**src/rtl/spi_slv_pkg.sv**
```systemverilog
package spi_slv_pkg;

    typedef enum logic [1:0] {
        ST_OFF   = 2'd0,
        ST_IDLE  = 2'd1,
        ST_ARMED = 2'd2,
        ST_SHIFT = 2'd3
    } slv_state_e;

    localparam int EV_UNF = 0;
    localparam int EV_OVF = 1;
    localparam int EV_RXF = 2;
    localparam int EV_NUM = 3;

endpackage

```
**src/rtl/spi_slv_sync.sv**
```systemverilog
module spi_slv_sync #(
    parameter int   STAGES  = 2,
    parameter logic RST_VAL = 1'b0
) (
    input  logic clk,
    input  logic rst_n,
    input  logic pin_in,
    output logic level,
    output logic rise,
    output logic fall
);
    logic [STAGES-1:0] chain;
    logic              prev;

    always_ff @(posedge clk or negedge rst_n) begin
        if (!rst_n) begin
            chain <= {STAGES{RST_VAL}};
            prev  <= RST_VAL;
        end else begin
            chain <= {chain[STAGES-2:0], pin_in};
            prev  <= chain[STAGES-1];
        end
    end

    assign level = chain[STAGES-1];
    assign rise  = level & ~prev;
    assign fall  = ~level & prev;
endmodule

```
**src/rtl/spi_slv_fsm.sv**
```systemverilog
module spi_slv_fsm
    import spi_slv_pkg::*;
#(
    parameter int WORD_W = 8
) (
    input  logic              clk,
    input  logic              rst_n,
    input  logic              chan_en,
    input  logic              cs_lvl,
    input  logic              sclk_rise,
    input  logic              sclk_fall,
    input  logic              mosi_lvl,
    input  logic [WORD_W-1:0] tx_hold,
    output logic              miso,
    output logic              word_start,
    output logic              word_done,
    output logic [WORD_W-1:0] rx_word,
    output slv_state_e        state
);
    localparam int CNT_W = $clog2(WORD_W);
    localparam logic [CNT_W-1:0] LAST_BIT = CNT_W'(WORD_W - 1);

    slv_state_e        state_nx;
    logic [CNT_W-1:0]  bit_cnt;
    logic [WORD_W-1:0] tx_sh;
    logic [WORD_W-1:0] rx_sh;

    // state register
    always_ff @(posedge clk or negedge rst_n) begin
        if (!rst_n) state <= ST_OFF;
        else        state <= state_nx;
    end

    // next state
    always_comb begin
        state_nx = state;
        if (!chan_en) begin
            state_nx = ST_OFF;
        end else begin
            unique case (state)
                ST_OFF:   state_nx = ST_IDLE;
                ST_IDLE:  if (!cs_lvl) state_nx = ST_ARMED;
                ST_ARMED: begin
                    if (cs_lvl)         state_nx = ST_IDLE;
                    else if (sclk_rise) state_nx = ST_SHIFT;
                end
                ST_SHIFT: begin
                    if (cs_lvl)                                state_nx = ST_IDLE;
                    else if (sclk_rise && bit_cnt == LAST_BIT) state_nx = ST_ARMED;
                end
            endcase
        end
    end

    // word boundary strobes
    always_comb begin
        word_start = 1'b0;
        word_done  = 1'b0;
        unique case (state)
            ST_ARMED: word_start = chan_en && !cs_lvl && sclk_rise;
            ST_SHIFT: word_done  = chan_en && !cs_lvl && sclk_rise && (bit_cnt == LAST_BIT);
            default: ;
        endcase
    end

    assign rx_word = {rx_sh[WORD_W-2:0], mosi_lvl};

    // shift datapath
    always_ff @(posedge clk or negedge rst_n) begin
        if (!rst_n) begin
            bit_cnt <= '0;
            tx_sh   <= '0;
            rx_sh   <= '0;
        end else if (word_start) begin
            tx_sh   <= tx_hold;
            rx_sh   <= {rx_sh[WORD_W-2:0], mosi_lvl};
            bit_cnt <= CNT_W'(1);
        end else if (state == ST_SHIFT && !cs_lvl) begin
            if (sclk_rise) begin
                rx_sh   <= {rx_sh[WORD_W-2:0], mosi_lvl};
                bit_cnt <= (bit_cnt == LAST_BIT) ? '0 : bit_cnt + CNT_W'(1);
            end else if (sclk_fall) begin
                tx_sh   <= {tx_sh[WORD_W-2:0], 1'b0};
            end
        end
    end

    // serial output
    always_comb begin
        unique case (state)
            ST_ARMED: miso = tx_hold[WORD_W-1];
            ST_SHIFT: miso = tx_sh[WORD_W-1];
            default:  miso = 1'b0;
        endcase
    end
endmodule

```
**src/rtl/spi_slv_hold.sv**
```systemverilog
module spi_slv_hold #(
    parameter int WORD_W = 8
) (
    input  logic              clk,
    input  logic              rst_n,
    input  logic              chan_en,
    input  logic              rx_only,
    input  logic              tx_wr,
    input  logic [WORD_W-1:0] tx_wdata,
    input  logic              rx_rd,
    input  logic              word_start,
    input  logic              word_done,
    input  logic [WORD_W-1:0] rx_word,
    output logic [WORD_W-1:0] tx_hold,
    output logic [WORD_W-1:0] rx_hold,
    output logic              tx_full,
    output logic              rx_full,
    output logic              wr_seen,
    output logic              ev_unf,
    output logic              ev_ovf,
    output logic              ev_rxf
);
    logic rx_unread;

    assign rx_unread = rx_full && !rx_rd;
    assign ev_unf    = word_start && !rx_only && wr_seen && !tx_full;
    assign ev_ovf    = word_done && rx_unread;
    assign ev_rxf    = word_done && !rx_unread;

    always_ff @(posedge clk or negedge rst_n) begin
        if (!rst_n) begin
            tx_hold <= '0;
            tx_full <= 1'b0;
            wr_seen <= 1'b0;
        end else if (!chan_en) begin
            tx_full <= 1'b0;
            wr_seen <= 1'b0;
        end else if (tx_wr) begin
            tx_hold <= tx_wdata;
            tx_full <= 1'b1;
            wr_seen <= 1'b1;
        end else if (word_start && !rx_only) begin
            tx_full <= 1'b0;
        end
    end

    always_ff @(posedge clk or negedge rst_n) begin
        if (!rst_n) begin
            rx_hold <= '0;
            rx_full <= 1'b0;
        end else if (!chan_en) begin
            rx_full <= 1'b0;
        end else if (word_done) begin
            rx_hold <= rx_word;
            rx_full <= 1'b1;
        end else if (rx_rd) begin
            rx_full <= 1'b0;
        end
    end
endmodule

```
**src/rtl/spi_slv_irq.sv**
```systemverilog
module spi_slv_irq #(
    parameter int N = 3
) (
    input  logic         clk,
    input  logic         rst_n,
    input  logic [N-1:0] events,
    input  logic         clr_wr,
    input  logic [N-1:0] clr_mask,
    input  logic [N-1:0] irq_en,
    output logic [N-1:0] status,
    output logic         irq
);
    logic [N-1:0] keep;

    assign keep = clr_wr ? ~clr_mask : {N{1'b1}};

    always_ff @(posedge clk or negedge rst_n) begin
        if (!rst_n) status <= '0;
        else        status <= (status & keep) | events;
    end

    assign irq = |(status & irq_en);
endmodule

```
**src/rtl/spi_slv_errdet.sv**
```systemverilog
module spi_slv_errdet
    import spi_slv_pkg::*;
#(
    parameter int WORD_W      = 8,
    parameter int SYNC_STAGES = 2
) (
    input  logic              clk,
    input  logic              rst_n,
    input  logic              sclk,
    input  logic              cs_n,
    input  logic              mosi,
    output logic              miso,
    input  logic              chan_en,
    input  logic              rx_only,
    input  logic              tx_wr,
    input  logic [WORD_W-1:0] tx_wdata,
    input  logic              rx_rd,
    output logic [WORD_W-1:0] rx_rdata,
    input  logic              clr_wr,
    input  logic [EV_NUM-1:0] clr_mask,
    input  logic [EV_NUM-1:0] irq_en,
    output logic [EV_NUM-1:0] status,
    output logic              irq
);
    logic              sclk_lvl, sclk_rise, sclk_fall;
    logic              cs_lvl, cs_rise_unused, cs_fall_unused;
    logic              mosi_lvl, mosi_rise_unused, mosi_fall_unused;
    logic              word_start, word_done;
    logic [WORD_W-1:0] rx_word, tx_hold;
    logic              tx_full, rx_full, wr_seen;
    logic              ev_unf, ev_ovf, ev_rxf;
    logic [EV_NUM-1:0] events;
    slv_state_e        state;

    spi_slv_sync #(.STAGES(SYNC_STAGES), .RST_VAL(1'b0)) u_sync_sclk (
        .clk(clk), .rst_n(rst_n), .pin_in(sclk),
        .level(sclk_lvl), .rise(sclk_rise), .fall(sclk_fall));

    spi_slv_sync #(.STAGES(SYNC_STAGES), .RST_VAL(1'b1)) u_sync_cs (
        .clk(clk), .rst_n(rst_n), .pin_in(cs_n),
        .level(cs_lvl), .rise(cs_rise_unused), .fall(cs_fall_unused));

    spi_slv_sync #(.STAGES(SYNC_STAGES), .RST_VAL(1'b0)) u_sync_mosi (
        .clk(clk), .rst_n(rst_n), .pin_in(mosi),
        .level(mosi_lvl), .rise(mosi_rise_unused), .fall(mosi_fall_unused));

    spi_slv_fsm #(.WORD_W(WORD_W)) u_fsm (
        .clk(clk), .rst_n(rst_n), .chan_en(chan_en),
        .cs_lvl(cs_lvl), .sclk_rise(sclk_rise), .sclk_fall(sclk_fall),
        .mosi_lvl(mosi_lvl), .tx_hold(tx_hold), .miso(miso),
        .word_start(word_start), .word_done(word_done),
        .rx_word(rx_word), .state(state));

    spi_slv_hold #(.WORD_W(WORD_W)) u_hold (
        .clk(clk), .rst_n(rst_n), .chan_en(chan_en), .rx_only(rx_only),
        .tx_wr(tx_wr), .tx_wdata(tx_wdata), .rx_rd(rx_rd),
        .word_start(word_start), .word_done(word_done), .rx_word(rx_word),
        .tx_hold(tx_hold), .rx_hold(rx_rdata),
        .tx_full(tx_full), .rx_full(rx_full), .wr_seen(wr_seen),
        .ev_unf(ev_unf), .ev_ovf(ev_ovf), .ev_rxf(ev_rxf));

    always_comb begin
        events         = '0;
        events[EV_UNF] = ev_unf;
        events[EV_OVF] = ev_ovf;
        events[EV_RXF] = ev_rxf;
    end

    spi_slv_irq #(.N(EV_NUM)) u_irq (
        .clk(clk), .rst_n(rst_n), .events(events),
        .clr_wr(clr_wr), .clr_mask(clr_mask), .irq_en(irq_en),
        .status(status), .irq(irq));
endmodule

```
**config.mk**
```make
export PLATFORM = sky130hd
export DESIGN_NAME = spi_slv_errdet
export DESIGN_NICKNAME = d
export VERILOG_FILES = /design/src/rtl/spi_slv_pkg.sv /design/src/rtl/spi_slv_sync.sv /design/src/rtl/spi_slv_fsm.sv /design/src/rtl/spi_slv_hold.sv /design/src/rtl/spi_slv_irq.sv /design/src/rtl/spi_slv_errdet.sv
export SDC_FILE = /design/constraint.sdc
export NUM_CORES = 1
export LEC_CHECK = 0
export BUFFER_PORTS_ARGS = -buffer_cell sky130_fd_sc_hd__buf_2
export CELL_PAD_IN_SITES_DETAIL_PLACEMENT = 0
export CELL_PAD_IN_SITES_GLOBAL_PLACEMENT = 1
export CORE_MARGIN = 2
export CORE_UTILIZATION = 44
export CTS_BUF_LIST = sky130_fd_sc_hd__clkbuf_16
export CTS_CLUSTER_SIZE = 12
export DETAILED_ROUTE_END_ITERATION = 8
export HOLD_SLACK_MARGIN = 0.08
export MAX_ROUTING_LAYER = met4
export PLACE_DENSITY_LB_ADDON = 0.1
export SETUP_SLACK_MARGIN = 0.15
export SLEW_MARGIN = 10
export SYNTH_ARGS = -nofsm -noshare
export SYNTH_HDL_FRONTEND = slang
export SYNTH_SLANG_ARGS = --single-unit
```
**constraint.sdc**
```tcl
create_clock -name clk -period 1.9 [get_ports clk]
set_input_delay 0.095 -clock clk [delete_from_list [all_inputs] [get_ports clk]]
set_output_delay 0.095 -clock clk [all_outputs]
set_load 0.01 [all_outputs]
```
After elaboration in Yosys (flattened, before gate mapping)
Cells that the tools add are included.
- register bits: 49
- input port bits: 24
- add/sub/neg operators: 1
- equal/unequal tests: 11
- mux-type cells: 30
- bitwise gates (word level): 8
- reduce and logical (&&, ||, !) cells: 26
- operators by type and width (operator ; count):
    8-bit two-way mux ; 4
    7-bit two-way mux ; 3
    3-bit two-way mux ; 5
    2-bit two-way mux ; 6
    1-bit logical AND ; 11
    1-bit two-way mux ; 10
    4-bit by 3-bit inequality test with 1-bit output (second input constant) ; 2
    2-bit one-hot mux with 4 select lines ; 1
    3-bit bitwise AND ; 2
    3-bit by 1-bit inequality test with 1-bit output (second input constant) ; 2
    2-bit AND reduction ; 3
    3-bit AND reduction ; 2
    2-bit nonzero test ; 3
    1-bit logical NOT ; 5
    2-bit equality test (second input constant) ; 2
    2-bit by 1-bit inequality test with 1-bit output (second input constant) ; 2
    3-bit by 1-bit adder with 3-bit output (second input constant) ; 1
    3-bit equality test (second input constant) ; 1
    3-bit inequality test (second input constant) ; 1
    3-bit NOT ; 1
    3-bit OR ; 1
    3-bit OR reduction ; 1
    1-bit bitwise AND ; 2
    2-bit by 1-bit equality test with 1-bit output (second input constant) ; 1
    other kinds (3) ; 4

Depth between registers and ports, before layout
Gate-level depths: netlist of the first run.
- word-level depth: 8
- depth in mapped cells: 6
- gate-level depth less buffers: 4

Cells and area by module
A second synthesis of the first run with hierarchy kept.
- cells, all modules: 149
- area total of the unflattened synthesis: 2137.0 µm²
- modules (own cells, without submodules) (module ; times used ; cells each ; area an instance (µm²) ; seq. area each (µm²)):
    spi_slv_fsm ; 1 ; 77 ; 1014.7 ; 500.5
    spi_slv_hold ; 1 ; 46 ; 725.7 ; 475.5
    spi_slv_sync at u_sync_mosi ... ; 2 ; 5 ; 90.1 ; 75.1
    spi_slv_irq ; 1 ; 11 ; 122.6 ; 75.1
    spi_slv_sync at u_sync_cs ; 1 ; 5 ; 93.8 ; 78.8

Least setup slack after synthesis of the first run
No wires, ideal clock.
- path kind: register to register
- start: reg u_fsm.state[0]
- end: reg u_fsm.tx_sh[6]
- setup time: 126 ps
- arrival time: 1370 ps
- data required time: 1774 ps
- slack: 403 ps
- cell stages (with the launch flop): 7
- path buffers: 3
- cell sequence: dfrtp_1 > buf_6 > nand2b_4 > buf_6 > or2_1 > buf_6 > a311o_1
- longest elaborated chain between the ends: 4
- elaborated cells between the ends (all ways): 9
- those cells by class: eq/ne: 3; mux: 2; reduce/logical: 4
- RTL lines (item ; line ; source):
    start: declaration ; spi_slv_fsm.sv:18 ; output slv_state_e state
    start signal: assignment ; spi_slv_fsm.sv:31 ; else state <= state_nx;
    2-bit equality test, on equally long branches ; spi_slv_fsm.sv:59, spi_slv_fsm.sv:78 ;
    1-bit two-way mux / 1-bit logical AND (equally long branches) ; spi_slv_fsm.sv:59, spi_slv_fsm.sv:78 ;
    2-bit by 1-bit inequality test with 1-bit output (no line) / 2-bit nonzero test (equally long branches) ; - ;
    3-bit AND reduction (no line) ; - ;
    end signal: assignment ; spi_slv_fsm.sv:75 ; tx_sh <= tx_hold;
    end signal: assignment ; spi_slv_fsm.sv:83 ; tx_sh <= {tx_sh[WORD_W-2:0], 1'b0};
    end: declaration ; spi_slv_fsm.sv:25 ; logic [WORD_W-1:0] tx_sh;
Parallel ways exist; a longest one is shown, timed or not.
A chain may end at the register's enable or synchronous reset.

Worst setup path after layout of the first run
- start: reg u_sync_sclk.prev
- end: reg u_fsm.rx_sh[1]
- longest elaborated chain between the ends: 6
- elaborated cells between the ends (all ways): 8
- those cells by class: mux: 2; bitwise: 2; reduce/logical: 4
- RTL lines (item ; line ; source):
    start: declaration ; spi_slv_sync.sv:13 ; logic prev;
    start signal: assignment ; spi_slv_sync.sv:21 ; prev <= chain[STAGES-1];
    1-bit NOT (*) ; spi_slv_sync.sv:26 ; assign rise = level & ~prev;
    1-bit bitwise AND (*) ; spi_slv_sync.sv:26 ;
    1-bit logical AND ; spi_slv_fsm.sv:60 ; ST_ARMED: word_start = chan_en && !cs_lvl && sclk_rise;
    1-bit two-way mux ; spi_slv_fsm.sv:59 ; unique case (state)
    2-bit nonzero test (no line) ; - ;
    2-bit AND reduction (no line) ; - ;
    end signal: assignment ; spi_slv_fsm.sv:76 ; rx_sh <= {rx_sh[WORD_W-2:0], mosi_lvl};
    end signal: assignment ; spi_slv_fsm.sv:80 ; rx_sh <= {rx_sh[WORD_W-2:0], mosi_lvl};
    end: declaration ; spi_slv_fsm.sv:26 ; logic [WORD_W-1:0] rx_sh;
Mark *: on every way between the ends. The rest lies on a longest branch, timed or not.

==> results of run 1 <==
-- power groups by stage --
| stage | Clock, mW | Combinational (mW) | Sequential, mW |
|---|---|---|---|
| floorplan | 0 | 0.155 | 1.21 |
| global placement | 0 | 0.220 | 1.23 |
| detailed placement | 0 | 0.222 | 1.24 |
| CTS | 1.02 | 0.250 | 1.22 |
| global route | 1.08 | 0.275 | 1.23 |
| finish | 0.997 | 0.246 | 1.22 |
-- routing by layer --
metal | track usage | wire, um
met1 | 0.2361 | 1839
met2 | 0.2515 | 1837
met3 | 0.04282 | 207
met4 | 0.04321 | 40
met5 | - | 0
-- stage by stage --
stage | area [sq um] | hold WS, ns
4_1_cts | 2610 | 0.09225
6_report | 2614 | 0.09013
3_5_place_dp | 2298 | 0.1034
2_1_floorplan | 2079 | -0.2006
3_3_place_gp | 2298 | 0.09915
5_1_grt | 2614 | 0.09932
-- layout by cell type, fill, tap and decap left out, drive strengths merged --
| cell type | instances |
|---|---|
| clkinv | 1 |
| a31oi | 1 |
| a31o | 1 |
| nor2 | 4 |
| buf | 39 |
| or4 | 1 |
| a222oi | 1 |
| a21oi | 2 |
| nand2 | 6 |
| nor3b | 1 |
| a311oi | 5 |
| o41ai | 2 |
| a22o | 2 |
| o311ai | 1 |
| nand3 | 3 |
| nand4bb | 1 |
| or2 | 2 |
| dfrtp | 47 |
| ha | 2 |
| and4b | 1 |
| and4 | 1 |
| dlygate4sd3 | 14 |
| bufinv | 1 |
| nor2b | 2 |
| mux2 | 23 |
| dfstp | 2 |
| nor3 | 14 |
| a21o | 1 |
| clkbuf | 5 |
| o21ai | 3 |
| a311o | 2 |
| o21a | 2 |
| o211a | 1 |
| mux2i | 1 |
| clkinvlp | 1 |
| nand4b | 2 |
| nand2b | 2 |
| inv | 12 |
-- worst paths after layout --
path / startpoint / depth (start not counted) / to / slack, ns
worst max-delay path: u_sync_sclk.prev / 3 / u_fsm.rx_sh[1] / 0.27
worst min-delay path: clr_mask[0] / 4 / u_irq.status[0] / 0.09
worst max register to register: u_sync_sclk.prev / 3 / u_fsm.rx_sh[1] / 0.27
worst min register to register: u_sync_mosi.chain[0] / 0 / u_sync_mosi.chain[1] / 0.36
max in group asynchronous: rst_n / 3 / u_sync_cs.chain[0] / 1.29
min in group asynchronous: rst_n / 3 / u_irq.status[1] / 0.32
-- worst max-delay path: stages, from the launching register on --
cell and delay (ns):
sky130_fd_sc_hd__dfrtp_1 0.44, sky130_fd_sc_hd__nand4bb_1 0.33, sky130_fd_sc_hd__nor2_2 0.37, sky130_fd_sc_hd__mux2_2 0.38
-- layout make-up --
cell class	instances	share of cell area
sequential	49	0.4706
multi-input combinational	90	0.2848
timing repair buffer	53	0.1360
clock buffer	5	0.04787
tap	54	0.02585
clock inverter	3	0.01771
inverter	12	0.01723
-- sequential cells by signal, summed over array words and instances, names as in the netlist --
name	count
u_hold.wr_seen	1
u_sync_sclk.chain	2
u_hold.tx_full	1
u_fsm.bit_cnt	3
u_sync_mosi.chain	2
u_hold.rx_full	1
u_hold.tx_hold	8
u_irq.status	3
u_sync_cs.chain	2
u_hold.rx_hold	8
u_sync_sclk.prev	1
u_fsm.rx_sh	7
u_fsm.state	2
u_fsm.tx_sh	8
-- cell families (layout without fill, tap and decap cells) --
| group | Yosys count | in the layout |
|---|---|---|
| compound gates | 24 | 24 |
| fa+ha+maj | 2 | 2 |
| buf+inv | 20 | 73 |
| flops | 49 | 49 |
| mux | 24 | 24 |
| simple gates | 40 | 40 |
-- repair_timing --
item                                    in CTS  in global routing
endpoints found under the setup margin       0                 10
hold buffers                                14                  0
gates resized for setup                      0                  2
hold endpoints to repair                    62                  0
==> impl_metrics.env, run 1 <==
export IMPL_outcome="completed"
export IMPL_power_frac_clock=0.405
export IMPL_clk_pin_slew_ns=0.06
export IMPL_synthesis_instances=159
export IMPL_netlist_area_leader_share=0.5656
export IMPL_synth_xor_area_frac=0
export IMPL_layout_setup_ws_ns=0.2734
export IMPL_cts_root_buffer_cell="sky130_fd_sc_hd__clkbuf_16"
export IMPL_synthMuxAreaShare=0.1294
export IMPL_power_sequential_fraction=0.495
export IMPL_grt_total_usage=0.1699
export IMPL_drtPass1Iterations=4
export IMPL_final_layout_size_suffix_gt1_frac=0.3443
export IMPL_placement_io_buffers=36
export IMPL_cell_internal_pwr_mw=1.910
export IMPL_dp_cells=244
export IMPL_effective_utilization_at_floorplan=0.4492
export IMPL_worst_ep_arrival_time_ns=1.80
export IMPL_fin_crit_ns=1.627
export IMPL_endpoint_kind="register"
export IMPL_achievable_frequency_ghz=0.6148
export IMPL_power_switching_mw=0.5524
export IMPL_fin_util=0.5646
export IMPL_sequential_to_total_area_share_from_yosys_stat=0.5909
export IMPL_min_path_type="in -> reg"
export IMPL_post_synth_top_area_cell="sky130_fd_sc_hd__dfrtp_1"
export IMPL_grt_overflow_total=0
export IMPL_ys_top_cells_by_area="sky130_fd_sc_hd__dfrtp_1 (57%), sky130_fd_sc_hd__mux2_2 (8.7%), sky130_fd_sc_hd__mux2_1 (3.8%), sky130_fd_sc_hd__nor3_1 (3.4%), sky130_fd_sc_hd__dfstp_2 (2.5%)"
export IMPL_fraction_of_the_mapped_netlist_area_in_adder_cells=0.01203
export IMPL_netlist_cell_type_count=41
export IMPL_yosys_area_share_simple=0.1203
export IMPL_detail_route_vias_per_cell=5.425
export IMPL_synth_compound_gate_area_share=0.09507
export IMPL_fp_coreArea_sq_um=4629
export IMPL_cellPowerDensity_nw_per_um2=942.0
export IMPL_post_layout_nonfiller_instances=266
export IMPL_vias_in_the_first_global_route=1439
export IMPL_synth_edff_count=0
export IMPL_min_period_over_period=0.8561
export IMPL_setup_viol=0
export IMPL_power_share_combinational=0.100
export IMPL_cts_max_path_buffers=2
export IMPL_chipHeight_um=72.75
export IMPL_antennaDiodeCount=0
export IMPL_netlist_top_cells_count="sky130_fd_sc_hd__dfrtp_1 (47), sky130_fd_sc_hd__mux2_2 (16), sky130_fd_sc_hd__nor3_1 (14)"
export IMPL_worstSetupStartpointType="register"
export IMPL_numClockSinks=49
export IMPL_final_hold_viol_count=0
export IMPL_critPathKind="reg -> reg"
export IMPL_tritoncts="yes"
export IMPL_synthFlopType="sky130_fd_sc_hd__dfrtp_1"
export IMPL_layout_area_seq_sq_um=1230
export IMPL_synth_top_family_by_area="multiplexers"
export IMPL_rows=25
export IMPL_clock_tree_htree_level_count=2
export IMPL_initialDrtViolationCount=92
export IMPL_slew_headroom=0.6961
export IMPL_last_weighted_congestion_value_of_the_routability_driven_placer=0.8090
export IMPL_io_pins=37
export IMPL_drt_drc_violations_left=0
export IMPL_clk_insertion_delay_late_ns=0.28
export IMPL_syn_to_final_growth_pct=25.69
export IMPL_grt_start_max_net_pins=50
export IMPL_post_synthesis_area_per_instance_sq_um=13.08
export IMPL_leakage_power_figure_nw=1.290
export IMPL_asyncSetResetFlopFracSynth=1.000
export IMPL_finish_net_count=237
export IMPL_grt_first_pass_wirelength_um=6727
export IMPL_cts_made_buffers=5
export IMPL_route_vias_total=1443
export IMPL_final_max_slew_violation_count=0
export IMPL_timing_worst_slew_pin_value_ns=0.4559
export IMPL_final_antenna_net_count=0
export IMPL_synthesis_nets=185
export IMPL_postRouteWirelength_um=3925
export IMPL_synthMostInstantiatedCell="sky130_fd_sc_hd__dfrtp_1"
export IMPL_critical_path_required_ns=2.07
export IMPL_p_sw_frac=0.2244
export IMPL_rsz0062_at_grt="false"
export IMPL_die_area_sq_um=5292
export IMPL_total_power_mw=2.462
export IMPL_fill_cells=407
export IMPL_syn_cell_area_sq_um=2079
export IMPL_sum_of_negative_setup_slack_ns=0
export IMPL_worst_path_max_fanout=7
export IMPL_pre_cts_slack_ns=0.2128
export IMPL_dpl_hpwl_um=2632
export IMPL_max_cap_violations=0
export IMPL_routed_wire_length_per_instance_um=14.76
export IMPL_antenna_violations_before_repair=0
export IMPL_finalClockSkew_ns=0.004180
export IMPL_power_ir_vdd_worst_mv=0.7871
export IMPL_seq_cells_post_synth=49
export IMPL_multiInputGateArea_sq_um=744.5
export IMPL_cts_setup_buffers=0
export IMPL_die_x_extent_um=72.75
export IMPL_total_of_warnings_raised_by_yosys=0
Power figures use the tool's default switching activity.
==> inputs of run 2 (changes only) <==
--- a/config.mk
+++ b/config.mk
@@ -5,11 +5,12 @@
 export SDC_FILE = /design/constraint.sdc
 export NUM_CORES = 1
 export LEC_CHECK = 0
+export ABC_AREA = 1
 export BUFFER_PORTS_ARGS = -buffer_cell sky130_fd_sc_hd__buf_2
 export CELL_PAD_IN_SITES_DETAIL_PLACEMENT = 0
 export CELL_PAD_IN_SITES_GLOBAL_PLACEMENT = 1
 export CORE_MARGIN = 2
-export CORE_UTILIZATION = 44
+export CORE_UTILIZATION = 42
 export CTS_BUF_LIST = sky130_fd_sc_hd__clkbuf_16
 export CTS_CLUSTER_SIZE = 12
 export DETAILED_ROUTE_END_ITERATION = 8
==> impl_metrics.env, run 2 <==
export IMPL_critPathKind="reg -> reg"
export IMPL_chipHeight_um=75.31
export IMPL_placement_io_buffers=36
export IMPL_ys_top_cells_by_area="sky130_fd_sc_hd__dfrtp_1 (55%), sky130_fd_sc_hd__nand2_1 (10%), sky130_fd_sc_hd__inv_1 (4.6%), sky130_fd_sc_hd__nand3_1 (4.0%), sky130_fd_sc_hd__o21ai_0 (3.7%)"
export IMPL_slowest_delay_ns=0.38
export IMPL_max_cap_violations=0
export IMPL_fin_crit_ns=1.469
export IMPL_rsz0062_at_grt="false"
export IMPL_synthFlopType="sky130_fd_sc_hd__dfrtp_1"
export IMPL_route_vias_total=1576
export IMPL_clk_insertion_delay_late_ns=0.28
export IMPL_die_x_extent_um=75.31
export IMPL_netlist_area_leader_share=0.5507
export IMPL_critical_path_required_ns=2.06
export IMPL_post_layout_nonfiller_instances=349
export IMPL_total_of_warnings_raised_by_yosys=0
export IMPL_cts_root_buffer_cell="sky130_fd_sc_hd__clkbuf_16"
export IMPL_asyncSetResetFlopFracSynth=1.000
export IMPL_ctsResizeCount=0
export IMPL_fp_coreArea_sq_um=4817
export IMPL_routed_wire_length_per_instance_um=10.92
export IMPL_rows=25
export IMPL_cp_num_buf_inv=0
export IMPL_cts_setup_buffers=0
export IMPL_netlist_cell_type_count=22
export IMPL_vias_in_the_first_global_route=1454
export IMPL_leakage_power_figure_nw=1.349
export IMPL_post_synthesis_area_per_instance_sq_um=9.450
export IMPL_worstSetupStartpointType="register"
export IMPL_final_hold_viol_count=0
export IMPL_last_weighted_congestion_value_of_the_routability_driven_placer=0.7567
export IMPL_syn_to_final_growth_pct=24.90
export IMPL_worst_path_max_fanout=19
export IMPL_final_common_cell="sky130_fd_sc_hd__nand2_1"
export IMPL_cellPowerDensity_nw_per_um2=1006
export IMPL_synthesis_nets=252
export IMPL_grt_overflow_total=0
export IMPL_synthesis_instances=226
export IMPL_detail_route_vias_per_cell=4.516
export IMPL_timing_worst_slew_pin_value_ns=0.5538
export IMPL_grt_total_usage=0.1585
export IMPL_total_power_mw=2.682
export IMPL_grt_start_max_net_pins=27
export IMPL_biggestRegsByFlops="u_fsm.tx_sh x8, u_hold.rx_hold x8, u_hold.tx_hold x8"
export IMPL_sum_of_negative_setup_slack_ns=0
export IMPL_postRouteWirelength_um=3811
export IMPL_cts_hold_fix_buffers=14
export IMPL_clock_tree_htree_level_count=2
export IMPL_worst_ep_arrival_time_ns=1.63
export IMPL_initialDrtViolationCount=72
export IMPL_sequence_of_cells_on_the_critical_path="ha_1 > ha_1 > nand4_4 > nand2_1 > o21ai_2"
export IMPL_antennaDiodeCount=0
export IMPL_critical_path_top_cell_by_count="sky130_fd_sc_hd__ha_1"
export IMPL_netlist_top_cells_count="sky130_fd_sc_hd__nand2_1 (58), sky130_fd_sc_hd__dfrtp_1 (47), sky130_fd_sc_hd__inv_1 (26)"
export IMPL_final_layout_size_suffix_gt1_frac=0.2553
export IMPL_outcome="completed"
export IMPL_finish_net_count=307
export IMPL_min_path_type="in -> reg"
export IMPL_achievable_frequency_ghz=0.6805
export IMPL_setup_viol=0
export IMPL_layout_setup_ws_ns=0.4305
export IMPL_endpoint_kind="register"
export IMPL_grt_first_pass_wirelength_um=6472
export IMPL_min_period_over_period=0.7734
export IMPL_worst_path_dominant_cell_family="simple AND/OR/NAND/NOR gates"
export IMPL_fill_cells=472
export IMPL_antenna_violations_before_repair=0
export IMPL_syn_cell_area_sq_um=2136
export IMPL_drtPass1Iterations=4
export IMPL_final_max_slew_violation_count=0
export IMPL_final_hold_slack_ns=0.08517
export IMPL_post_synth_top_area_cell="sky130_fd_sc_hd__dfrtp_1"
export IMPL_clk_pin_slew_ns=0.06
export IMPL_sequential_to_total_area_share_from_yosys_stat=0.5753
export IMPL_effective_utilization_at_floorplan=0.4434
export IMPL_critical_path_slowest_cell="sky130_fd_sc_hd__dfrtp_1"
export IMPL_cts_max_path_buffers=2
export IMPL_io_pins=37
export IMPL_pre_cts_slack_ns=0.4304
export IMPL_numClockSinks=49
export IMPL_slew_headroom=0.6308
export IMPL_tritoncts="yes"
export IMPL_finalClockSkew_ns=0.002794
export IMPL_power_ir_vdd_worst_mv=0.7681
export IMPL_final_antenna_net_count=0
export IMPL_synthMostInstantiatedCell="sky130_fd_sc_hd__nand2_1"
export IMPL_dpl_hpwl_um=2657
export IMPL_layout_common_cells="sky130_fd_sc_hd__nand2_1 (58), sky130_fd_sc_hd__dfrtp_1 (47), sky130_fd_sc_hd__buf_2 (36)"
export IMPL_drt_drc_violations_left=0
export IMPL_dp_cells=327
export IMPL_die_area_sq_um=5672
export IMPL_seq_cells_post_synth=49
export IMPL_cts_made_buffers=5
export IMPL_synth_edff_count=0
run 2: changes by cell type after synthesis, sizes merged, moves of 4 or more:
cell    delta
inv       +15
a21oi      +5
o21ai     +22
mux2      -20
nor3      -14
nand3     +14
buf        -4
nor2      +21
nand2     +57
a311oi     -5
run 2: final timing paths:
kind                                 startpoint                    to  slack (ns)  depth (start not counted)
setup / recovery               u_fsm.bit_cnt[0]     u_hold.rx_hold[6]        0.43                          5
hold / removal                      clr_mask[2]       u_irq.status[2]        0.09                          4
setup reg to reg               u_fsm.bit_cnt[0]     u_hold.rx_hold[6]        0.43                          5
hold reg to reg            u_sync_sclk.chain[0]  u_sync_sclk.chain[1]        0.35                          0
max in group asynchronous                 rst_n    u_sync_cs.chain[0]        0.96                          3
min in group asynchronous                 rst_n        u_hold.wr_seen        0.34                          2
run 2: routing by layer:
| metal | part of all wire | global-route usage |
|---|---|---|
| met5 | 0 | - |
| met3 | 0.044 | 0.03175 |
| met4 | 0.013 | 0.06238 |
| met1 | 0.52 | 0.2213 |
| met2 | 0.42 | 0.2290 |
run 2: logic make-up (layout without fill, tap and decap cells):
kind of cell	Yosys count	count (layout)	synth area share
AO/OA/AOI/OAI	33	33	0.09608
adder cells (fa/ha/maj)	2	2	0.01171
buffers and inverters	31	87	0.06502
flip-flops	49	49	0.5753
multiplexers	3	3	0.01582
AND/OR/NAND/NOR	108	108	0.2361
run 2: area by class of cell:
type,instances,area (sq um),area share
Multi-Input combinational cell,146,768.2,0.2880
Clock inverter,3,12.51,0.004690
Timing Repair Buffer,52,347.8,0.1304
Clock buffer,5,125.1,0.04690
Tap cell,67,83.83,0.03143
Sequential cell,49,1229,0.4606
Inverter,27,101.3,0.03799
run 2: worst register-to-register path: stages (launching register included):
cell	delay, ns
sky130_fd_sc_hd__dfrtp_1	0.38
sky130_fd_sc_hd__ha_1	0.16
sky130_fd_sc_hd__ha_1	0.23
sky130_fd_sc_hd__nand4_4	0.34
sky130_fd_sc_hd__nand2_1	0.18
sky130_fd_sc_hd__o21ai_2	0.06
run 2: stage by stage:
stage,utilization,cell area (sq um)
floorplan,-,2136
global placement,0.4961,2390
detailed placement,0.4961,2390
CTS,0.5538,2668
global route,0.5538,2668
finish,0.5538,2668
run 2: where the power goes:
| part | total, mW | switching [mW] | internal [mW] |
|---|---|---|---|
| clock network | 0.821 | 0.345 | 0.476 |
| logic | 0.492 | 0.277 | 0.214 |
| registers | 1.37 | 0.122 | 1.25 |
| total | 2.68 | 0.744 | 1.94 |
==> inputs of run 3 (changes only) <==
--- a/config.mk
+++ b/config.mk
@@ -10,7 +10,7 @@
 export CELL_PAD_IN_SITES_DETAIL_PLACEMENT = 0
 export CELL_PAD_IN_SITES_GLOBAL_PLACEMENT = 1
 export CORE_MARGIN = 2
-export CORE_UTILIZATION = 42
+export CORE_UTILIZATION = 38
 export CTS_BUF_LIST = sky130_fd_sc_hd__clkbuf_16
 export CTS_CLUSTER_SIZE = 12
 export DETAILED_ROUTE_END_ITERATION = 8
==> constraint.sdc (replaced) <==
create_clock -name clk -period 1.3 [get_ports clk]
set_input_delay 0.065 -clock clk [delete_from_list [all_inputs] [get_ports clk]]
set_output_delay 0.065 -clock clk [all_outputs]
set_load 0.01 [all_outputs]
==> impl_metrics.env, run 3 (synthesis results as in run 2) <==
export IMPL_outcome="completed"
export IMPL_die_x_extent_um=78.97
export IMPL_worst_path_max_fanout=8
export IMPL_final_antenna_net_count=0
export IMPL_initialDrtViolationCount=77
export IMPL_antennaDiodeCount=0
export IMPL_cts_root_buffer_cell="sky130_fd_sc_hd__clkbuf_16"
export IMPL_vias_in_the_first_global_route=1695
export IMPL_critPathKind="reg -> reg"
export IMPL_fp_coreArea_sq_um=5473
export IMPL_first_element_of_the_critical_path="u_sync_cs.chain[1]"
export IMPL_post_layout_nonfiller_instances=369
export IMPL_clock_tree_htree_level_count=2
export IMPL_r2r_end="u_fsm.bit_cnt[2]"
export IMPL_cp_num_buf_inv=0
export IMPL_routed_wire_length_per_instance_um=11.57
export IMPL_worst_path_dominant_cell_family="flip-flops"
export IMPL_drt_drc_violations_left=0
export IMPL_grt_total_usage=0.1618
export IMPL_detail_route_vias_per_cell=4.480
export IMPL_clk_pin_slew_ns=0.06
export IMPL_grt_start_max_net_pins=50
export IMPL_setup_viol=0
export IMPL_critical_path_required_ns=1.48
export IMPL_layout_common_cells="sky130_fd_sc_hd__dfrtp_1 (47), sky130_fd_sc_hd__nand2_1 (46), sky130_fd_sc_hd__buf_2 (36)"
export IMPL_critical_path_slowest_cell="sky130_fd_sc_hd__dfstp_2"
export IMPL_final_layout_size_suffix_gt1_frac=0.3603
export IMPL_worst_ep_arrival_time_ns=1.43
export IMPL_antenna_violations_before_repair=0
export IMPL_finalClockSkew_ns=0.003557
export IMPL_drtPass1Iterations=4
export IMPL_clk_insertion_delay_late_ns=0.29
export IMPL_power_sequential_fraction=0.477
export IMPL_power_ir_vdd_worst_mv=0.6896
export IMPL_numClockSinks=49
export IMPL_cts_max_path_buffers=2
export IMPL_placement_io_buffers=36
export IMPL_rsz0062_at_grt="true"
export IMPL_min_from="chan_en"
export IMPL_slowest_delay_ns=0.61
export IMPL_min_period_over_period=0.9675
export IMPL_worst_r2r_startpoint="u_sync_cs.chain[1]"
export IMPL_min_path_type="in -> reg"
export IMPL_leakage_power_figure_nw=1.456
export IMPL_dp_cells=338
export IMPL_cts_made_buffers=5
export IMPL_power_frac_clock=0.304
export IMPL_worstRegToRegCells=5
export IMPL_grt_first_pass_wirelength_um=7679
export IMPL_placed_cell_area_sq_um=2489
export IMPL_route_vias_total=1653
export IMPL_io_pins=37
export IMPL_rows=27
export IMPL_reg2reg_slack_ns=0.04
export IMPL_fill_cells=536
export IMPL_finalInstanceArea_sq_um=2932
export IMPL_setup_worst_path_end="u_fsm.bit_cnt[2]"
export IMPL_endpoint_kind="register"
export IMPL_finish_net_count=322
export IMPL_max_cap_violations=0
export IMPL_cellPowerDensity_nw_per_um2=1436
export IMPL_final_max_slew_violation_count=0
export IMPL_dpl_hpwl_um=2739
export IMPL_tritoncts="yes"
export IMPL_power_share_combinational=0.219
export IMPL_final_common_cell="sky130_fd_sc_hd__dfrtp_1"
export IMPL_postRouteWirelength_um=4271
export IMPL_chipHeight_um=78.97
export IMPL_p_sw_frac=0.2932
export IMPL_biggestRegsByFlops="u_fsm.tx_sh x8, u_hold.rx_hold x8, u_hold.tx_hold x8"
export IMPL_timing_worst_slew_pin_value_ns=0.3733
export IMPL_fin_crit_ns=1.258
export IMPL_multiInputGateArea_sq_um=897.1
export IMPL_layout_area_seq_sq_um=1229
export IMPL_sequence_of_cells_on_the_critical_path="nor2_4 > nand2_4 > nand2_4 > nor2_2 > nor2_1"
export IMPL_final_hold_viol_count=0
export IMPL_effective_utilization_at_floorplan=0.3903
export IMPL_slew_headroom=0.7506
export IMPL_worstSetupStartpointType="register"
export IMPL_last_weighted_congestion_value_of_the_routability_driven_placer=0.7415
export IMPL_achievable_frequency_ghz=0.7951
export IMPL_cell_internal_pwr_mw=2.976
export IMPL_grt_overflow_total=0
export IMPL_crit_cells=5
export IMPL_power_switching_mw=1.235
export IMPL_critical_path_top_cell_by_count="sky130_fd_sc_hd__nand2_4"
export IMPL_die_area_sq_um=6236
export IMPL_syn_to_final_growth_pct=37.26
run 3: cell count changes in the layout (fill, tap and decap cells not counted), sizes merged:
cell and delta:
buf +9, dlygate4sd3 +4, clkinv -2, nand2 +2, clkinvlp +1, inv +1
run 3: worst min path at each step:
stage / slack (ns) / end / cells after the start
after floorplan: -0.23 / u_fsm.bit_cnt[0] / 0
after global placement: 0.08 / u_fsm.state[1] / 2
after detailed placement: 0.08 / u_irq.status[0] / 2
after CTS: 0.1 / u_hold.tx_full / 3
after global routing: 0.12 / u_hold.tx_full / 3
final: 0.1 / u_hold.tx_full / 3
run 3: final cells by class:
cell class / instances / share of cell area
tap: 72 / 0.03073
clock buffer: 5 / 0.04268
multi-input combinational: 148 / 0.3060
clock inverter: 3 / 0.007256
sequential: 49 / 0.4191
inverter: 27 / 0.03457
timing repair buffer: 65 / 0.1596
run 3: metal layers:
metal	wire length (um)	GRT usage	share of wire
met1	2081	0.2091	0.49
met4	39	0.05172	0.0091
met3	166	0.03864	0.039
met2	1984	0.2542	0.46
met5	0	-	0
run 3: power groups by stage:
stage          Sequential, mW  Clock [mW]  Combinational (mW)
2_1_floorplan            2.01           0               0.561
3_3_place_gp             2.04           0               0.811
3_5_place_dp             2.04           0               0.810
4_1_cts                  2.01        1.32               0.913
5_1_grt                  2.05        1.38                1.08
6_report                 2.01        1.28               0.922
run 3: worst register-to-register path: cells and delay by family, from the launching register on:
family,cells,cell delay [ns]
and+or+nand+nor,5,0.54
DFF,1,0.61
run 3: through the flow:
step	hold WS, ns	power [mW]	setup TNS (ns)	worst slack, ns	util
detailed placement	0.07591	2.845	0	0.01684	0.4547
floorplan	-0.2306	2.569	0	0.1155	-
CTS	0.09681	4.242	0	0.06031	0.5249
finish	0.09914	4.210	0	0.04231	0.5357
global route	0.1157	4.513	-0.5109	-0.04847	0.5357
global placement	0.07764	2.848	0	0.03922	0.4547
run 3: timing repair:
| item | 4_1_cts | 5_1_grt |
|---|---|---|
| setup endpoints to repair | 33 | 34 |
| endpoints found under the hold margin | 63 | 0 |
| resized for setup | 9 | 20 |
| gates cloned | 1 | 1 |
| pin swaps | 3 | 10 |
| hold buffers | 18 | 0 |
| setup buffers | 3 | 0 |
